File: src/rtl/mcl_pkg.sv
package mcl_pkg;

    localparam int unsigned MCL_BUFS  = 16;
    localparam int unsigned MCL_DESTS = 16;

    // Outcome of a return presented to the scoreboard
    typedef enum logic [1:0] {
        RET_NONE    = 2'd0,
        RET_PARTIAL = 2'd1,
        RET_LAST    = 2'd2,
        RET_REJECT  = 2'd3
    } ret_kind_e;

    // One push request toward the free list
    typedef struct packed {
        logic       valid;
        logic [7:0] idx;
    } push_req_t;

    // Circular pointer advance
    function automatic int unsigned wrap_add(int unsigned p, int unsigned k, int unsigned n);
        int unsigned s;
        s = p + k;
        if (s >= n) s = s - n;
        return s;
    endfunction

endpackage

File: src/rtl/mcl_score.sv
module mcl_score
    import mcl_pkg::*;
#(
    parameter int unsigned NB = MCL_BUFS,
    parameter int unsigned ND = MCL_DESTS,
    localparam int unsigned BW = (NB > 1) ? $clog2(NB) : 1,
    localparam int unsigned DW = (ND > 1) ? $clog2(ND) : 1
) (
    input  logic          clk,
    input  logic          rst,
    input  logic          loan_valid,
    input  logic [BW-1:0] loan_buf,
    input  logic [ND-1:0] loan_mask,
    input  logic          ret_valid,
    input  logic [BW-1:0] ret_buf,
    input  logic [DW-1:0] ret_dest,
    output ret_kind_e     ret_kind,
    output logic          loan_frees,
    output logic          ret_err
);

    logic [ND-1:0] mask_q [NB];
    logic [ND-1:0] cur_mask;
    logic [ND-1:0] dest_bit;
    logic          clash;

    always_comb begin
        cur_mask   = mask_q[ret_buf];
        dest_bit   = ND'(1) << ret_dest;
        clash      = loan_valid && (loan_buf == ret_buf);
        loan_frees = loan_valid && (loan_mask == '0);
        ret_kind   = RET_NONE;
        if (ret_valid) begin
            if (clash || ((cur_mask & dest_bit) == '0))
                ret_kind = RET_REJECT;
            else if ((cur_mask & ~dest_bit) == '0)
                ret_kind = RET_LAST;
            else
                ret_kind = RET_PARTIAL;
        end
    end

    always_ff @(posedge clk) begin
        if (rst) begin
            for (int i = 0; i < int'(NB); i++) mask_q[i] <= '0;
            ret_err <= 1'b0;
        end else begin
            ret_err <= (ret_kind == RET_REJECT);
            if (ret_kind == RET_PARTIAL || ret_kind == RET_LAST)
                mask_q[ret_buf] <= cur_mask & ~dest_bit;
            if (loan_valid)
                mask_q[loan_buf] <= loan_mask;
        end
    end

    AST_LOAN_RECORD: assert property (@(posedge clk) disable iff (rst)
        loan_valid |=> mask_q[$past(loan_buf)] == $past(loan_mask));

    AST_STALE_RETURN: assert property (@(posedge clk) disable iff (rst)
        (ret_valid && !loan_valid && !mask_q[ret_buf][ret_dest])
        |=> (ret_err && mask_q[$past(ret_buf)] == $past(mask_q[ret_buf])));

    AST_CLASH_REJECT: assert property (@(posedge clk) disable iff (rst)
        (ret_valid && loan_valid && ret_buf == loan_buf) |=> ret_err);

    AST_GOOD_RETURN: assert property (@(posedge clk) disable iff (rst)
        (ret_valid && !loan_valid && mask_q[ret_buf][ret_dest])
        |=> (!ret_err && !mask_q[$past(ret_buf)][$past(ret_dest)]));

endmodule

File: src/rtl/mcl_freelist.sv
module mcl_freelist
    import mcl_pkg::*;
#(
    parameter int unsigned NB = MCL_BUFS,
    localparam int unsigned BW = (NB > 1) ? $clog2(NB) : 1,
    localparam int unsigned CW = $clog2(NB + 1)
) (
    input  logic          clk,
    input  logic          rst,
    input  push_req_t     push_a,
    input  push_req_t     push_b,
    input  logic          pop,
    output logic [BW-1:0] head_idx,
    output logic [CW-1:0] count,
    output logic          empty
);

    logic [BW-1:0] slot_q [NB];
    logic [BW-1:0] head_q;
    logic [BW-1:0] tail_q;
    logic [BW-1:0] tail_b;
    logic [CW-1:0] count_q;
    logic          do_pop;

    assign head_idx = slot_q[head_q];
    assign count    = count_q;
    assign empty    = (count_q == '0);
    assign do_pop   = pop && !empty;
    assign tail_b   = BW'(wrap_add(int'(tail_q), int'(push_a.valid), NB));

    always_ff @(posedge clk) begin
        if (rst) begin
            for (int i = 0; i < int'(NB); i++) slot_q[i] <= BW'(i);
            head_q  <= '0;
            tail_q  <= '0;
            count_q <= CW'(NB);
        end else begin
            if (push_a.valid) slot_q[tail_q] <= push_a.idx[BW-1:0];
            if (push_b.valid) slot_q[tail_b] <= push_b.idx[BW-1:0];
            tail_q  <= BW'(wrap_add(int'(tail_q),
                           int'(push_a.valid) + int'(push_b.valid), NB));
            if (do_pop)
                head_q <= BW'(wrap_add(int'(head_q), 1, NB));
            count_q <= count_q + CW'(push_a.valid) + CW'(push_b.valid) - CW'(do_pop);
        end
    end

    AST_NO_OVERFLOW: assert property (@(posedge clk) disable iff (rst)
        count_q <= CW'(NB));

    AST_POP_ONLY_NONEMPTY: assert property (@(posedge clk) disable iff (rst)
        (pop && empty) |=> count_q == $past(count_q) + CW'($past(push_a.valid))
                                      + CW'($past(push_b.valid)));

    AST_DOUBLE_PUSH: assert property (@(posedge clk) disable iff (rst)
        (push_a.valid && push_b.valid)
        |=> (slot_q[$past(tail_q)] == $past(push_a.idx[BW-1:0])));

endmodule

File: src/rtl/mcl_loan_scoreboard.sv
module mcl_loan_scoreboard
    import mcl_pkg::*;
#(
    parameter int unsigned NUM_BUFS  = MCL_BUFS,
    parameter int unsigned NUM_DESTS = MCL_DESTS,
    localparam int unsigned BUF_W  = (NUM_BUFS > 1) ? $clog2(NUM_BUFS) : 1,
    localparam int unsigned DEST_W = (NUM_DESTS > 1) ? $clog2(NUM_DESTS) : 1,
    localparam int unsigned CNT_W  = $clog2(NUM_BUFS + 1)
) (
    input  logic                 clk,
    input  logic                 rst,
    input  logic                 loan_valid,
    input  logic [BUF_W-1:0]     loan_buf,
    input  logic [NUM_DESTS-1:0] loan_mask,
    input  logic                 ret_valid,
    input  logic [BUF_W-1:0]     ret_buf,
    input  logic [DEST_W-1:0]    ret_dest,
    input  logic                 alloc_req,
    output logic                 alloc_valid,
    output logic [BUF_W-1:0]     alloc_buf,
    output logic                 alloc_empty,
    output logic [CNT_W-1:0]     free_count,
    output logic                 ret_err
);

    ret_kind_e        ret_kind;
    logic             loan_frees;
    push_req_t        push_ret;
    push_req_t        push_loan;
    logic [BUF_W-1:0] head_idx;
    logic             list_empty;

    mcl_score #(.NB(NUM_BUFS), .ND(NUM_DESTS)) u_score (
        .clk        (clk),
        .rst        (rst),
        .loan_valid (loan_valid),
        .loan_buf   (loan_buf),
        .loan_mask  (loan_mask),
        .ret_valid  (ret_valid),
        .ret_buf    (ret_buf),
        .ret_dest   (ret_dest),
        .ret_kind   (ret_kind),
        .loan_frees (loan_frees),
        .ret_err    (ret_err)
    );

    // Completing return is pushed ahead of a zero-mask loan
    always_comb begin
        push_ret.valid  = (ret_kind == RET_LAST);
        push_ret.idx    = 8'(ret_buf);
        push_loan.valid = loan_frees;
        push_loan.idx   = 8'(loan_buf);
    end

    mcl_freelist #(.NB(NUM_BUFS)) u_free (
        .clk      (clk),
        .rst      (rst),
        .push_a   (push_ret),
        .push_b   (push_loan),
        .pop      (alloc_req),
        .head_idx (head_idx),
        .count    (free_count),
        .empty    (list_empty)
    );

    assign alloc_empty = list_empty;
    assign alloc_valid = alloc_req && !list_empty;
    assign alloc_buf   = alloc_valid ? head_idx : '0;

    AST_EMPTY_NO_GRANT: assert property (@(posedge clk) disable iff (rst)
        alloc_empty |-> (!alloc_valid && alloc_buf == '0));

    AST_GRANT_TAKES_ONE: assert property (@(posedge clk) disable iff (rst)
        (alloc_valid && !loan_valid && !ret_valid)
        |=> free_count == $past(free_count) - 1'b1);

    AST_ZERO_LOAN_FREES: assert property (@(posedge clk) disable iff (rst)
        (loan_valid && loan_mask == '0 && !ret_valid && !alloc_req)
        |=> free_count == $past(free_count) + 1'b1);

endmodule

File: config.mk
export PLATFORM = sky130hd
export DESIGN_NAME = mcl_loan_scoreboard
export DESIGN_NICKNAME = d
export VERILOG_FILES = /design/src/rtl/mcl_pkg.sv /design/src/rtl/mcl_score.sv /design/src/rtl/mcl_freelist.sv /design/src/rtl/mcl_loan_scoreboard.sv
export SDC_FILE = /design/constraint.sdc
export NUM_CORES = 1
export LEC_CHECK = 0
export ABC_AREA = 1
export BUFFER_PORTS_ARGS = -buffer_cell sky130_fd_sc_hd__clkbuf_2
export CAP_MARGIN = 20
export CORE_UTILIZATION = 30
export CTS_CLUSTER_DIAMETER = 150
export DETAILED_ROUTE_END_ITERATION = 8
export MAX_ROUTING_LAYER = met4
export PLACE_DENSITY = 0.55
export SKIP_CTS_REPAIR_TIMING = 1
export SLEW_MARGIN = 20
export SYNTH_ARGS = -nofsm -noshare
export SYNTH_HDL_FRONTEND = slang
export SYNTH_SLANG_ARGS = --single-unit
File: constraint.sdc
create_clock -name clk -period 8.2 [get_ports clk]
set_clock_uncertainty 0.2 [all_clocks]
set_input_delay 1.64 -clock clk [delete_from_list [all_inputs] [get_ports clk]]
set_output_delay 1.64 -clock clk [all_outputs]
set_load 0.02 [all_outputs]
==> impl_metrics.json <==
{
  "drt-pass1-iter-count": 5,
  "finalWeightedCongestion": 0.987,
  "p_seq_frac": 0.466,
  "post-route-min-period_ps": 6640,
  "holdWs_ps": 308,
  "r2r_cells": 16,
  "nNetsFinal": 2276,
  "ys_ff_latch": 338,
  "synth_cells": 2261,
  "clkPwrFrac": 0.392,
  "drc": 0,
  "cts_buffers": 38,
  "core_um2": 61600,
  "die_area_um2": 63300,
  "synth_commonest_cells": "nand2_1 (773), edfxtp_1 (320), nor2_1 (194), o22ai_1 (185), nand3_1 (161)",
  "clk_path_buf_depth": 3,
  "via_count": 17000,
  "yosysTopAreaCellShare": 0.514,
  "tightest_slew_ps": 1110,
  "worstPathRequired_ps": 8190,
  "intPower_w": 0.00308,
  "critPathSlowestCell": "nand3_1",
  "routed_wl_um": 71900,
  "comb_power_share": 0.142,
  "synth_fp_nets": 2306,
  "htreeDepth": 2,
  "worstReg2RegEnd": "u_score.mask_q[0][11]",
  "cts.root.buffer_cell": "clkbuf_16",
  "ys_warn_count": 0,
  "cp_max_fo": 19,
  "grt_pass1_wl_um": 105000,
  "synth_edf_count": 320,
  "min_period_over_period": 0.810,
  "setup.worst_path.start": "ret_buf[3]",
  "critPathKind": "input port to flip-flop",
  "initial_utilization": 0.303,
  "grt_max_degree": 84,
  "hold_viol": 0,
  "status": "complete, no violations",
  "post_drt_wl_per_cell_um": 23.2,
  "cts_tree": "yes",
  "maxSlewHeadroom": 0.257,
  "die_w_um": 252,
  "switchingPower_w": 0.00125,
  "clock-sinks": 338,
  "drt_iter0_drc": 2103,
  "cap_violations": 0,
  "io_buffers": 44,
  "arrival_ps": 6630,
  "postSynthAreaPerCell_um2": 8.26,
  "num-fill-cells": 6392,
  "worstPathCellList": "clkbuf_2 > buf_4 > nor2_2 > buf_4 > nand2_1 > nand2_1 > nor2_1 > nor2_1 > nor2_1 > nand2_1 > nor2_1 > nand2_1 > nand3_2 > nor2_2 > nand2_1 > nand3_1",
  "clk_latency_ps": 590,
  "rr_startpoint": "u_score.mask_q[12][1]",
  "antenna_found_initial": 3,
  "grt.total_usage": 0.230,
  "yosysUniqueCellTypes": 37,
  "max_freq_mhz": 151,
  "detail-route-antenna-nets": 0,
  "synthMostInstantiatedCell": "nand2_1",
  "p_leak_nw": 8.34,
  "yosysSeqAreaShare": 0.534,
  "min_path_type": "flip-flop to flip-flop",
  "endpoint_kind": "flip-flop",
  "setup_viol": 0,
  "num_rows": 91,
  "syn2layout_area_growth_pct": 11.7,
  "ff2ff_setup_slack_ps": 3580,
  "p_sw_frac": 0.290,
  "slew_viol_final": 0,
  "io_pins": 45,
  "rsz0062_at_grt": "false",
  "via_per_inst": 5.49,
  "peakVddDrop_mv": 0.131,
  "grt_pass1_vias": 16100,
  "synth.area.top_cells": "edfxtp_1 (51%), nand2_1 (16%), o22ai_1 (6.2%), nand3_1 (4.3%), nor2_1 (3.9%)",
  "die_h_um": 252,
  "critPathLaunchType": "input port",
  "p_per_area_nw_per_um2": 208,
  "crit_top_cell": "nand2_1",
  "cp-endpoint": "u_score.mask_q[0][11]",
  "gr-total-overflow": 0,
  "final_layout_size_suffix_gt1_frac": 0.0696,
  "synth_ff_type": "edfxtp_1",
  "slowest_delay_ps": 970,
  "place_hpwl_um": 45100,
  "synth_area_um2": 18700,
  "async_flop_share": 0,
  "fin_setup_tns_ps": 0,
  "synth_largest_area_cell": "edfxtp_1",
  "clk_pin_slew_ps": 60
}
==> kinds of logic after synthesis <==
kind of cell	share of synthesized area
buf+inv	0.0705
mux	0.00857
fa+ha+maj	0.00924
simple gates	0.258
xor+xnor	0.00234
compound gates	0.118
flops	0.534
==> power by group through the flow <==
| stage | combinational (W) | clock [W] | sequential [W] |
|---|---|---|---|
| 4_1_cts | 0.000607 | 0.00171 | 0.00202 |
| 3_3_place_gp | 0.000598 | 0 | 0.00205 |
| 6_report | 0.000613 | 0.00170 | 0.00202 |
| 2_1_floorplan | 0.000371 | 0 | 0.00204 |
| 3_5_place_dp | 0.000603 | 0 | 0.00206 |
| 5_1_grt | 0.000663 | 0.00177 | 0.00203 |
==> how the worst min path moves through the flow <==
stage / to / cells after the start / startpoint
global route: u_free.head_q[2] / 1 / u_free.head_q[2]
floorplan: flip-flop / 1 / u_free.head_q[2]
finish: u_free.head_q[2] / 1 / u_free.head_q[2]
global placement: u_free.head_q[2] / 1 / u_free.head_q[2]
detailed placement: flip-flop / 1 / u_free.head_q[2]
CTS: u_free.head_q[2] / 1 / u_free.head_q[2]
==> layout by cell type (no fill, tap or decap), types with 4 or more instances in the layout <==
| cell | count |
|---|---|
| ha_1 | 9 |
| o21bai_1 | 32 |
| clkinv_2 | 4 |
| clkbuf_16 | 38 |
| clkbuf_2 | 42 |
| dfxtp_1 | 17 |
| inv_1 | 159 |
| nor2_2 | 7 |
| mux2i_1 | 16 |
| clkinv_1 | 17 |
| clkbuf_1 | 5 |
| a31oi_1 | 5 |
| o21ai_1 | 8 |
| nand3_1 | 160 |
| o22ai_1 | 185 |
| o211ai_1 | 4 |
| o21ai_0 | 109 |
| a21oi_1 | 21 |
| nor2_1 | 190 |
| nand4_1 | 45 |
| nor3_1 | 7 |
| edfxtp_1 | 320 |
| nand2_1 | 773 |
| buf_4 | 48 |
==> state kept, by name, indices dropped and copies added, names as in the netlist, named ones only <==
name             flops
u_free.head_q        4
u_free.slot_q       64
u_free.count         5
u_score.ret_err      1
u_free.tail_q        4
u_score.mask_q     256
==> routing by layer <==
layer	wire length, µm	track usage	up-vias
met5	0	-	-
met4	3370	0.109	0
met3	6370	0.0361	165
met2	33400	0.360	900
met1	28700	0.291	8278
li1	-	-	7661
==> metrics by stage <==
stage	std cells	cell area (µm²)	utilization	setup WS (ps)	total power (W)
2_1_floorplan	2261	18700	-	3190	0.00241
3_3_place_gp	3028	19700	0.319	951	0.00265
3_5_place_dp	3028	19700	0.319	1040	0.00266
4_1_cts	3092	20900	0.339	1640	0.00434
5_1_grt	3095	20900	0.339	1350	0.00446
6_report	3095	20900	0.339	1560	0.00433
==> area by class of cell <==
class                      instances  area (µm²)  area share
timing repair buffer              92         611      0.0293
clock buffer                      43         970      0.0465
sequential                       338        9970       0.478
inverter                         169         636      0.0305
tap                              837        1050      0.0502
antenna                            3        7.51    0.000360
multi-input combinational       1592        7410       0.355
clock inverter                    21         221      0.0106
==> critical path: cells and delay by family <==
family / cells / cell delay, ps
AND/OR/NAND/NOR: 13 / 4090
buffers and inverters: 3 / 840
Power figures use the tool's default switching activity.
